--- src/rtl/hexframe_pkg.sv ---
package hexframe_pkg;

  typedef enum logic [1:0] {
    KIND_ADDR = 2'd0,
    KIND_CMD  = 2'd1,
    KIND_DATA = 2'd2
  } byte_kind_e;

  typedef enum logic [1:0] {
    ST_IDLE = 2'd0,
    ST_HI   = 2'd1,
    ST_LO   = 2'd2,
    ST_LF   = 2'd3
  } rx_state_e;

  localparam logic [7:0] CH_COLON = 8'h3A;
  localparam logic [7:0] CH_CR    = 8'h0D;
  localparam logic [7:0] CH_LF    = 8'h0A;

  function automatic logic cmd_known(input logic [7:0] c);
    return (c == 8'h02) || (c == 8'h03) || (c == 8'h05) || (c == 8'h06);
  endfunction

endpackage

--- src/rtl/hexframe_char_dec.sv ---
module hexframe_char_dec
  import hexframe_pkg::*;
(
  input  logic [7:0] ch,
  output logic       is_hex,
  output logic [3:0] nib,
  output logic       is_colon,
  output logic       is_cr,
  output logic       is_lf
);

  always_comb begin
    is_hex = 1'b0;
    nib    = 4'h0;
    if (ch >= 8'h30 && ch <= 8'h39) begin
      is_hex = 1'b1;
      nib    = 4'(ch - 8'h30);
    end else if (ch >= 8'h41 && ch <= 8'h46) begin
      is_hex = 1'b1;
      nib    = 4'(ch - 8'h37);
    end else if (ch >= 8'h61 && ch <= 8'h66) begin
      is_hex = 1'b1;
      nib    = 4'(ch - 8'h57);
    end
    is_colon = (ch == CH_COLON);
    is_cr    = (ch == CH_CR);
    is_lf    = (ch == CH_LF);
  end

endmodule

--- src/rtl/hexframe_lrc.sv ---
module hexframe_lrc #(
  parameter int W = 8
) (
  input  logic         clk,
  input  logic         rst,
  input  logic         clear,
  input  logic         add,
  input  logic [W-1:0] din,
  output logic [W-1:0] sum
);

  always_ff @(posedge clk) begin
    if (rst || clear) sum <= '0;
    else if (add)     sum <= sum + din;
  end

endmodule

--- src/rtl/hexframe_holdback.sv ---
module hexframe_holdback
  import hexframe_pkg::*;
#(
  parameter int W     = 8,
  parameter int CNT_W = 8
) (
  input  logic             clk,
  input  logic             rst,
  input  logic             clear,
  input  logic             load,
  input  logic [W-1:0]     din,
  output logic             held_valid,
  output logic [W-1:0]     held_data,
  output byte_kind_e       held_kind,
  output logic [CNT_W-1:0] count
);

  localparam logic [CNT_W-1:0] CNT_MAX = '1;

  always_ff @(posedge clk) begin
    if (rst || clear) begin
      held_valid <= 1'b0;
      held_data  <= '0;
      held_kind  <= KIND_ADDR;
      count      <= '0;
    end else if (load) begin
      held_valid <= 1'b1;
      held_data  <= din;
      if (count == '0)      held_kind <= KIND_ADDR;
      else if (count == 1)  held_kind <= KIND_CMD;
      else                  held_kind <= KIND_DATA;
      if (count != CNT_MAX) count <= count + 1'b1;
    end
  end

endmodule

--- src/rtl/hexframe_rx.sv ---
module hexframe_rx
  import hexframe_pkg::*;
#(
  parameter int W         = 8,
  parameter int CNT_W     = 8,
  parameter int MIN_BYTES = 3
) (
  input  logic         clk,
  input  logic         rst,
  input  logic         in_valid,
  input  logic [7:0]   in_char,
  output logic         in_ready,
  output logic         out_valid,
  input  logic         out_ready,
  output logic [W-1:0] out_data,
  output logic [1:0]   out_kind,
  output logic         stat_valid,
  output logic         stat_good,
  output logic         stat_fmt_err,
  output logic         stat_lrc_err,
  output logic         stat_cmd_err
);

  localparam logic [CNT_W-1:0] MIN_CNT = CNT_W'(MIN_BYTES);

  rx_state_e        state;
  logic             fire;
  logic             is_hex, is_colon, is_cr, is_lf;
  logic [3:0]       nib, hi_nib;
  logic             start, byte_done, emit, fmt_now, end_ok;
  logic [W-1:0]     new_byte, sum, held_data, cmd_byte;
  logic             held_valid;
  byte_kind_e       held_kind;
  logic [CNT_W-1:0] byte_cnt;

  assign in_ready = !out_valid || out_ready;
  assign fire     = in_valid && in_ready;

  hexframe_char_dec u_dec (
    .ch       (in_char),
    .is_hex   (is_hex),
    .nib      (nib),
    .is_colon (is_colon),
    .is_cr    (is_cr),
    .is_lf    (is_lf)
  );

  assign new_byte  = {hi_nib, nib};
  assign start     = fire && is_colon;
  assign byte_done = fire && !is_colon && (state == ST_LO) && is_hex;
  assign emit      = byte_done && held_valid;

  always_comb begin
    fmt_now = 1'b0;
    end_ok  = 1'b0;
    if (fire && !is_colon) begin
      unique case (state)
        ST_HI:   fmt_now = !is_hex && !is_cr;
        ST_LO:   fmt_now = !is_hex;
        ST_LF: begin
          fmt_now = !is_lf || (byte_cnt < MIN_CNT);
          end_ok  = is_lf && (byte_cnt >= MIN_CNT);
        end
        default: ;
      endcase
    end
  end

  hexframe_lrc #(.W(W)) u_lrc (
    .clk   (clk),
    .rst   (rst),
    .clear (start),
    .add   (byte_done),
    .din   (new_byte),
    .sum   (sum)
  );

  hexframe_holdback #(.W(W), .CNT_W(CNT_W)) u_hold (
    .clk        (clk),
    .rst        (rst),
    .clear      (start),
    .load       (byte_done),
    .din        (new_byte),
    .held_valid (held_valid),
    .held_data  (held_data),
    .held_kind  (held_kind),
    .count      (byte_cnt)
  );

  always_ff @(posedge clk) begin
    if (rst) begin
      state    <= ST_IDLE;
      hi_nib   <= '0;
      cmd_byte <= '0;
    end else if (start) begin
      state <= ST_HI;
    end else if (fire) begin
      unique case (state)
        ST_IDLE: state <= ST_IDLE;
        ST_HI: begin
          if (is_hex) begin
            hi_nib <= nib;
            state  <= ST_LO;
          end else if (is_cr) begin
            state <= ST_LF;
          end else begin
            state <= ST_IDLE;
          end
        end
        ST_LO: begin
          if (is_hex) begin
            state <= ST_HI;
            if (byte_cnt == 1) cmd_byte <= new_byte;
          end else begin
            state <= ST_IDLE;
          end
        end
        default: state <= ST_IDLE;
      endcase
    end
  end

  always_ff @(posedge clk) begin
    if (rst) begin
      stat_valid   <= 1'b0;
      stat_good    <= 1'b0;
      stat_fmt_err <= 1'b0;
      stat_lrc_err <= 1'b0;
      stat_cmd_err <= 1'b0;
    end else begin
      stat_valid   <= fmt_now || end_ok;
      stat_fmt_err <= fmt_now;
      stat_lrc_err <= end_ok && (sum != '0);
      stat_cmd_err <= end_ok && !cmd_known(cmd_byte);
      stat_good    <= end_ok && (sum == '0) && cmd_known(cmd_byte);
    end
  end

  always_ff @(posedge clk) begin
    if (rst) begin
      out_valid <= 1'b0;
      out_data  <= '0;
      out_kind  <= KIND_ADDR;
    end else if (emit) begin
      out_valid <= 1'b1;
      out_data  <= held_data;
      out_kind  <= held_kind;
    end else if (out_ready) begin
      out_valid <= 1'b0;
    end
  end

endmodule

--- config.mk ---
export PLATFORM = sky130hd
export DESIGN_NAME = hexframe_rx
export DESIGN_NICKNAME = d
export VERILOG_FILES = /design/src/rtl/hexframe_pkg.sv /design/src/rtl/hexframe_char_dec.sv /design/src/rtl/hexframe_lrc.sv /design/src/rtl/hexframe_holdback.sv /design/src/rtl/hexframe_rx.sv
export SDC_FILE = /design/constraint.sdc
export NUM_CORES = 1
export LEC_CHECK = 0
export ABC_AREA = 1
export BUFFER_PORTS_ARGS = -buffer_cell sky130_fd_sc_hd__buf_2
export CELL_PAD_IN_SITES_DETAIL_PLACEMENT = 1
export CELL_PAD_IN_SITES_GLOBAL_PLACEMENT = 1
export CORE_MARGIN = 4
export CORE_UTILIZATION = 43
export CTS_CLUSTER_SIZE = 40
export DETAILED_ROUTE_END_ITERATION = 7
export PLACE_DENSITY = 0.81
export RECOVER_POWER = 100
export SKIP_CTS_REPAIR_TIMING = 1
export SLEW_MARGIN = 20
export SYNTH_ARGS = -nofsm -noshare
export SYNTH_HDL_FRONTEND = slang
export SYNTH_SLANG_ARGS = --single-unit
--- constraint.sdc ---
create_clock -name clk -period 2.63 [get_ports clk]
set_clock_uncertainty 0.15 [all_clocks]
set_input_delay 0.1315 -clock clk [delete_from_list [all_inputs] [get_ports clk]]
set_output_delay 0.1315 -clock clk [all_outputs]
set_load 0.02 [all_outputs]
# Word-level counts from Yosys, hierarchy flattened
# Cells that the tools add are included.
[classes]
n_reduce_logical = 37
bitwise_logic = 1
muxes = 20
n_addsub = 5
n_lt_le_gt_ge = 8
eq_ne = 12
[ops]
columns = ["op", "count"]
rows = [
  ["equality test 8 x 2 -> 1 bit, second input constant", 2],
  ["equality test 8 x 3 -> 1 bit, second input constant", 2],
  ["equality test 8 x 4 -> 1 bit, second input constant", 2],
  ["greater-or-equal comparator 8 x 7 -> 1 bit, second input constant", 2],
  ["less-or-equal comparator 8 x 7 -> 1 bit, second input constant", 2],
  ["zero test 8 bit", 2],
  ["logical AND 1 bit", 15],
  ["2-to-1 mux 4 bit", 3],
  ["2-to-1 mux 1 bit", 11],
  ["adder 8 x 1 -> 8 bit, second input constant", 1],
  ["adder 8 bit", 1],
  ["equality test 8 x 1 -> 1 bit, second input constant", 1],
  ["equality test 8 x 6 -> 1 bit, second input constant", 1],
  ["greater-or-equal comparator 8 x 2 -> 1 bit, second input constant", 1],
  ["greater-or-equal comparator 8 x 6 -> 1 bit, second input constant", 1],
  ["less-or-equal comparator 8 x 6 -> 1 bit, second input constant", 1],
  ["< comparator 8 x 2 -> 1 bit, second input constant", 1],
  ["2-to-1 mux 2 bit", 4],
  ["!= test 8 bit, second input constant", 1],
  ["nonzero test 8 bit", 1],
  ["subtractor 4 x 3 -> 4 bit, second input constant", 2],
  ["logical OR 1 bit", 7],
  ["zero test 1 bit", 6],
  ["AND reduction 5 bit", 1],
  ["other kinds (10)", 12],
]
[totals]
ff_bits = 57
word_cells = 100

# Depth between registers and ports, before layout
[logic_depth]
depth_word = 10
mapped_depth = 18
mapped_depth_nobuf = 18

# Cells and area by module
# A second synthesis with hierarchy kept.
[unflattened]
hier_cells = 445
area_unflattened_um2 = 3228.1
[by_module_without_submodules]
columns = ["mod", "area_per_inst_um2", "cells_per_inst", "seq_area_each_um2", "n_inst"]
rows = [
  ["hexframe_rx", 1466.4, 188, 600.6, 1],
  ["hexframe_holdback", 878.3, 126, 380.4, 1],
  ["hexframe_lrc", 666.9, 96, 160.2, 1],
  ["hexframe_char_dec", 216.5, 35, 0.0, 1],
]

# Worst setup path after synthesis
# OpenSTA, ideal clock, no wires.
[synth_path]
path_type = "input to register"
start = "input in_char[0]"
end = "register u_lrc.sum[4]"
slack_ps = 377
arrival_time_ps = 1987
setup_time_ps = 116
cell_stages = 13
path_cell_list = "inv_1 -> ha_1 -> o21ai_0 -> nand2_1 -> nand2_4 -> o21ai_0 -> ha_1 -> fa_1 -> nand3_1 -> nand2_1 -> xor2_1 -> o21ai_0 -> nor2_1"
[synth_via]
elab_chain_len = 6
elab_cells_between_ends = 26
classes_between = "add/sub (4); order compare (6); eq/ne (1); mux (6); reduce/logical (9)"
[synth_lines]
columns = ["element", "line_no", "text"]
rows = [
  ["from (decl)", "hexframe_rx.sv:11", "input logic [7:0] in_char,"],
  ["greater-or-equal comparator 8 x 7 -> 1 bit / less-or-equal comparator 8 x 7 -> 1 bit (equally long branches)", "hexframe_char_dec.sv:21", "end else if (ch >= 8'h61 && ch <= 8'h66) begin"],
  ["logical AND 1 bit", "hexframe_char_dec.sv:21", ""],
  ["2-to-1 mux 4 bit", "hexframe_char_dec.sv:21", ""],
  ["2-to-1 mux 4 bit", "hexframe_char_dec.sv:18", "end else if (ch >= 8'h41 && ch <= 8'h46) begin"],
  ["2-to-1 mux 4 bit *", "hexframe_char_dec.sv:15", "if (ch >= 8'h30 && ch <= 8'h39) begin"],
  ["via nib[0]", "hexframe_rx.sv:29", "logic [3:0] nib, hi_nib;"],
  ["adder 8 bit *", "hexframe_lrc.sv:14", "else if (add) sum <= sum + din;"],
  ["to (signal assigned)", "hexframe_lrc.sv:14", ""],
  ["to (decl)", "hexframe_lrc.sv:9", "output logic [W-1:0] sum"],
]
# Mark *: on every way through the listed nets, which the timed path passes. The rest lies on a longest branch.
# A chain may end at the register's enable or synchronous reset.

# Final worst setup path
[layout_path]
start = "input in_char[0]"
end = "register u_lrc.sum[5]"
# The elaborated chain is that of the path after synthesis.

==> flow_results.xml <==
<?xml version="1.0" encoding="UTF-8"?>
<metrics>
  <group name="timing">
    <metric name="setup_total_negative_slack" unit="ps">0</metric>
    <metric name="actual_slew_at_the_worst_max_slew_pin" unit="ps">829</metric>
    <metric name="slew_headroom" unit="%">44.7</metric>
    <metric name="setup_viol_count_final" unit="">0</metric>
    <metric name="hold_slack" unit="ps">-51.5</metric>
    <metric name="final_hold_viol_count" unit="">1</metric>
    <metric name="unrepaired_setup_endpoints_after_global_routing" unit="">false</metric>
    <metric name="final.min_clock_period" unit="ps">2310</metric>
    <metric name="timing_max_transition_violations_final" unit="">0</metric>
    <metric name="max_clock_freq" unit="MHz">433</metric>
    <metric name="layout_worst_path_cycle_share" unit="%">87.8</metric>
  </group>
  <group name="synthesis">
    <metric name="yosys_warnings" unit="">0</metric>
    <metric name="yosys-top-cells-count" unit="">127 x sky130_fd_sc_hd__nand2_1, 81 x sky130_fd_sc_hd__nor2_1, 63 x sky130_fd_sc_hd__inv_1</metric>
    <metric name="yosys_most_used_dff" unit="">sky130_fd_sc_hd__dfxtp_1</metric>
    <metric name="post_synth_inst_count" unit="">478</metric>
    <metric name="postSynth.asyncResetShare" unit="%">0</metric>
    <metric name="yosysMostFrequentCell" unit="">sky130_fd_sc_hd__nand2_1</metric>
    <metric name="synth.avg_cell_area" unit="sq um">6.83</metric>
    <metric name="synth_seq_area_share" unit="%">34.9</metric>
    <metric name="synthesized_netlist_net_count" unit="">509</metric>
    <metric name="synth_enable_flop_cells" unit="">0</metric>
    <metric name="mappedNetlistArea" unit="sq mm">0.00327</metric>
    <metric name="synth.distinct_cells" unit="">33</metric>
    <metric name="yosys_register_bits" unit="">57</metric>
    <metric name="synth.largest_area_cell" unit="">sky130_fd_sc_hd__dfxtp_1</metric>
    <metric name="netlist_top_cells_area" unit="">sky130_fd_sc_hd__dfxtp_1 35%, sky130_fd_sc_hd__nand2_1 15%, sky130_fd_sc_hd__nor2_1 9.3%</metric>
    <metric name="yosys.area.top_type_share" unit="%">34.9</metric>
  </group>
  <group name="floorplan">
    <metric name="rows" unit="">31</metric>
    <metric name="floorplan.die.width" unit="microns">95.1</metric>
    <metric name="floorplan.die_area" unit="sq mm">0.00905</metric>
    <metric name="number_of_primary_i_o_pins" unit="">29</metric>
    <metric name="coreArea" unit="sq mm">0.00733</metric>
    <metric name="initial_utilization" unit="%">44.5</metric>
    <metric name="dieHeight" unit="microns">95.1</metric>
  </group>
  <group name="cts">
    <metric name="clk_path_buf_depth" unit="">2</metric>
    <metric name="number_of_buffers_inserted_during_clock_tree_synthesis" unit="">9</metric>
    <metric name="clock_network_latency_to_the_later_pin_of_the_worst_skew_pair" unit="ps">350</metric>
    <metric name="sink_count_of_the_clock_tree" unit="">57</metric>
    <metric name="htreeDepth" unit="">3</metric>
    <metric name="clock_tree_from_tritoncts" unit="">yes</metric>
    <metric name="root_buffer" unit="">sky130_fd_sc_hd__clkbuf_8</metric>
    <metric name="clk_pin_slew" unit="ps">70</metric>
  </group>
  <group name="cells_and_area">
    <metric name="num-fill-cells" unit="">989</metric>
    <metric name="final_layout_size_suffix_gt1_share" unit="%">9.67</metric>
    <metric name="antenna_cells" unit="">0</metric>
    <metric name="synthToLayoutAreaGrowth" unit="%">12.7</metric>
    <metric name="multi_input_area" unit="sq mm">0.00174</metric>
    <metric name="nNetsFinal" unit="">543</metric>
    <metric name="ff_latch_area" unit="sq mm">0.00114</metric>
  </group>
  <group name="critical_path">
    <metric name="worstPathBufferInverterCount" unit="">3</metric>
    <metric name="timing.reg2reg.setup_slack" unit="ps">570</metric>
    <metric name="cp-start-kind" unit="">input pin</metric>
    <metric name="critPathTopFamily" unit="">simple AND/OR/NAND/NOR gates</metric>
    <metric name="setup.worst_path.end_class" unit="">flip-flop</metric>
    <metric name="path_cells" unit="">buf_2 -&gt; inv_1 -&gt; ha_1 -&gt; o21ai_0 -&gt; nand2_1 -&gt; nand2_4 -&gt; nand3_1 -&gt; nand3_1 -&gt; inv_1 -&gt; ha_1 -&gt; a21oi_1 -&gt; nand2_1 -&gt; nand2_1 -&gt; nand4_1 -&gt; a21oi_1 -&gt; nor2_1</metric>
    <metric name="max_fo_critical_path" unit="">6</metric>
    <metric name="worst-endpoint-required" unit="ps">2710</metric>
    <metric name="critical_path.slowest_cell" unit="">sky130_fd_sc_hd__ha_1</metric>
    <metric name="critical_path_class" unit="">input pin to flip-flop</metric>
    <metric name="path_common_cell" unit="">sky130_fd_sc_hd__nand2_1</metric>
    <metric name="critPathMaxStageDelay" unit="ps">340</metric>
    <metric name="worst_ep_arrival_time" unit="ps">2390</metric>
  </group>
  <group name="pwr">
    <metric name="p_sw_share" unit="%">23.2</metric>
    <metric name="net_load_switching_power" unit="mW">0.461</metric>
    <metric name="share_clk_of_total_power" unit="%">51.3</metric>
    <metric name="intPower" unit="mW">1.52</metric>
    <metric name="power.ir.vdd_worst" unit="mV">0.270</metric>
    <metric name="power_frac_comb" unit="%">5.1</metric>
    <metric name="power_frac_seq" unit="%">43.6</metric>
    <metric name="static-leakage-power" unit="nW">1.87</metric>
    <metric name="power_density_relative_to_cell_area" unit="mW/mm^2">539</metric>
  </group>
  <group name="run_status">
    <metric name="failed_checks" unit="">negative hold slack</metric>
    <metric name="status" unit="">complete, but fails checks</metric>
  </group>
  <group name="place">
    <metric name="place.port_buffers" unit="">28</metric>
    <metric name="dpl.hpwl" unit="microns">6250</metric>
    <metric name="gp_routability_congestion" unit="">0.893</metric>
  </group>
  <group name="global_route">
    <metric name="pin_count_of_the_biggest_net_entering_global_routing" unit="">22</metric>
    <metric name="grt_antenna_before_repair" unit="">0</metric>
    <metric name="grt_overflow_total" unit="">0</metric>
    <metric name="global_route.usage.total" unit="%">20.9</metric>
    <metric name="first_pass_grt_wire_length" unit="microns">14800</metric>
    <metric name="grt_pass1_vias" unit="">3204</metric>
  </group>
  <group name="detailed_routing">
    <metric name="post_drt_wl_per_cell" unit="microns">14.1</metric>
    <metric name="route.antenna.remaining_nets" unit="">0</metric>
    <metric name="avgViaCountPerCell" unit="">4.94</metric>
    <metric name="vias" unit="">3044</metric>
    <metric name="drt_first_iter_violations" unit="">88</metric>
    <metric name="detail_route.wirelength" unit="microns">8720</metric>
    <metric name="post-route-drc-count" unit="">0</metric>
    <metric name="dr.pass1.iters" unit="">4</metric>
  </group>
  <group name="worst_hold_path">
    <metric name="worst_hold_check_path_type" unit="">input pin to flip-flop</metric>
  </group>
  <group name="job">
    <metric name="total_of_max_cap_violations" unit="">0</metric>
  </group>
</metrics>
[cell families after synthesis]
family	synth area share, %
adder cells (fa/ha/maj)	7.51
flip-flops	34.9
AND/OR/NAND/NOR	38.5
XOR/XNOR	2.15
AO/OA/AOI/OAI	6.48
buffers and inverters	10.4
[placed cells by master (no fill, tap or decap), types with 11 or more instances in the layout]
master	Yosys	layout
sky130_fd_sc_hd__nand3_1	22	24
sky130_fd_sc_hd__clkbuf_1	1	17
sky130_fd_sc_hd__nor2_1	81	82
sky130_fd_sc_hd__nand2_1	127	129
sky130_fd_sc_hd__inv_1	63	64
sky130_fd_sc_hd__dfxtp_1	57	57
sky130_fd_sc_hd__buf_2	6	11
sky130_fd_sc_hd__nand4_1	13	13
sky130_fd_sc_hd__ha_1	18	18
sky130_fd_sc_hd__o21ai_0	15	15
sky130_fd_sc_hd__a21oi_1	24	25
[power groups by stage]
stage	Clock, mW	Combinational (mW)	Sequential (mW)
finish	1.02	0.101	0.866
global route	1.08	0.112	0.866
CTS	1.03	0.101	0.866
detailed placement	0	0.0998	0.886
global placement	0	0.0954	0.886
floorplan	0	0.0635	0.885
[layout make-up]
cell class | instances | share of cell area, %
multi-input cells | 342 | 47.3
flip-flops and latches | 57 | 31.0
inverters | 67 | 6.90
repair buffers | 35 | 4.79
clock buffers | 9 | 3.37
well taps | 99 | 3.37
clock inverters | 7 | 3.23
[state kept, by name, summed over array words and instances, names as in the netlist, 2 cells and up]
| register | flops |
|---|---|
| u_hold.held_data | 8 |
| u_hold.count | 8 |
| out_kind | 2 |
| hi_nib | 4 |
| cmd_byte | 8 |
| out_data | 8 |
| u_lrc.sum | 8 |
| u_hold.held_kind | 2 |
| state | 2 |
[worst min-delay path, stage by stage]
cell and delay, ps:
sky130_fd_sc_hd__buf_2 70, sky130_fd_sc_hd__nand2_1 70, sky130_fd_sc_hd__nand2_1 60, sky130_fd_sc_hd__a21oi_1 60
[stage by stage]
step / power [mW] / cell area, sq um / cells / utilization (%) / setup slack, ps
final: 1.98 / 3680 / 616 / 50.2 / 322
after global routing: 2.06 / 3680 / 616 / 50.2 / 90.1
after CTS: 2.00 / 3720 / 614 / 50.8 / 305
after detailed placement: 0.986 / 3480 / 598 / 47.5 / -15.2
after global placement: 0.981 / 3480 / 598 / 47.5 / 148
after floorplan: 0.949 / 3270 / 478 / - / 377
[per-layer routing]
layer  vias to the layer above  part of all wire (%)  GRT usage, %
li1                       1554                     -             -
met1                      1437                    45          24.6
met2                        38                    51          37.6
met3                        15                   2.4          3.31
met4                         0                   2.0          8.17
met5                         -                     0             0
[worst paths after layout]
| path | end | startpoint | cells past startpoint |
|---|---|---|---|
| max | u_lrc.sum[5] | in_char[0] | 16 |
| min | state[1] | in_valid | 4 |
| max reg2reg | cmd_byte[3] | u_hold.count[4] | 7 |
| min reg2reg | u_hold.held_kind[0] | u_hold.held_kind[0] | 2 |
Power figures use the tool's default switching activity.
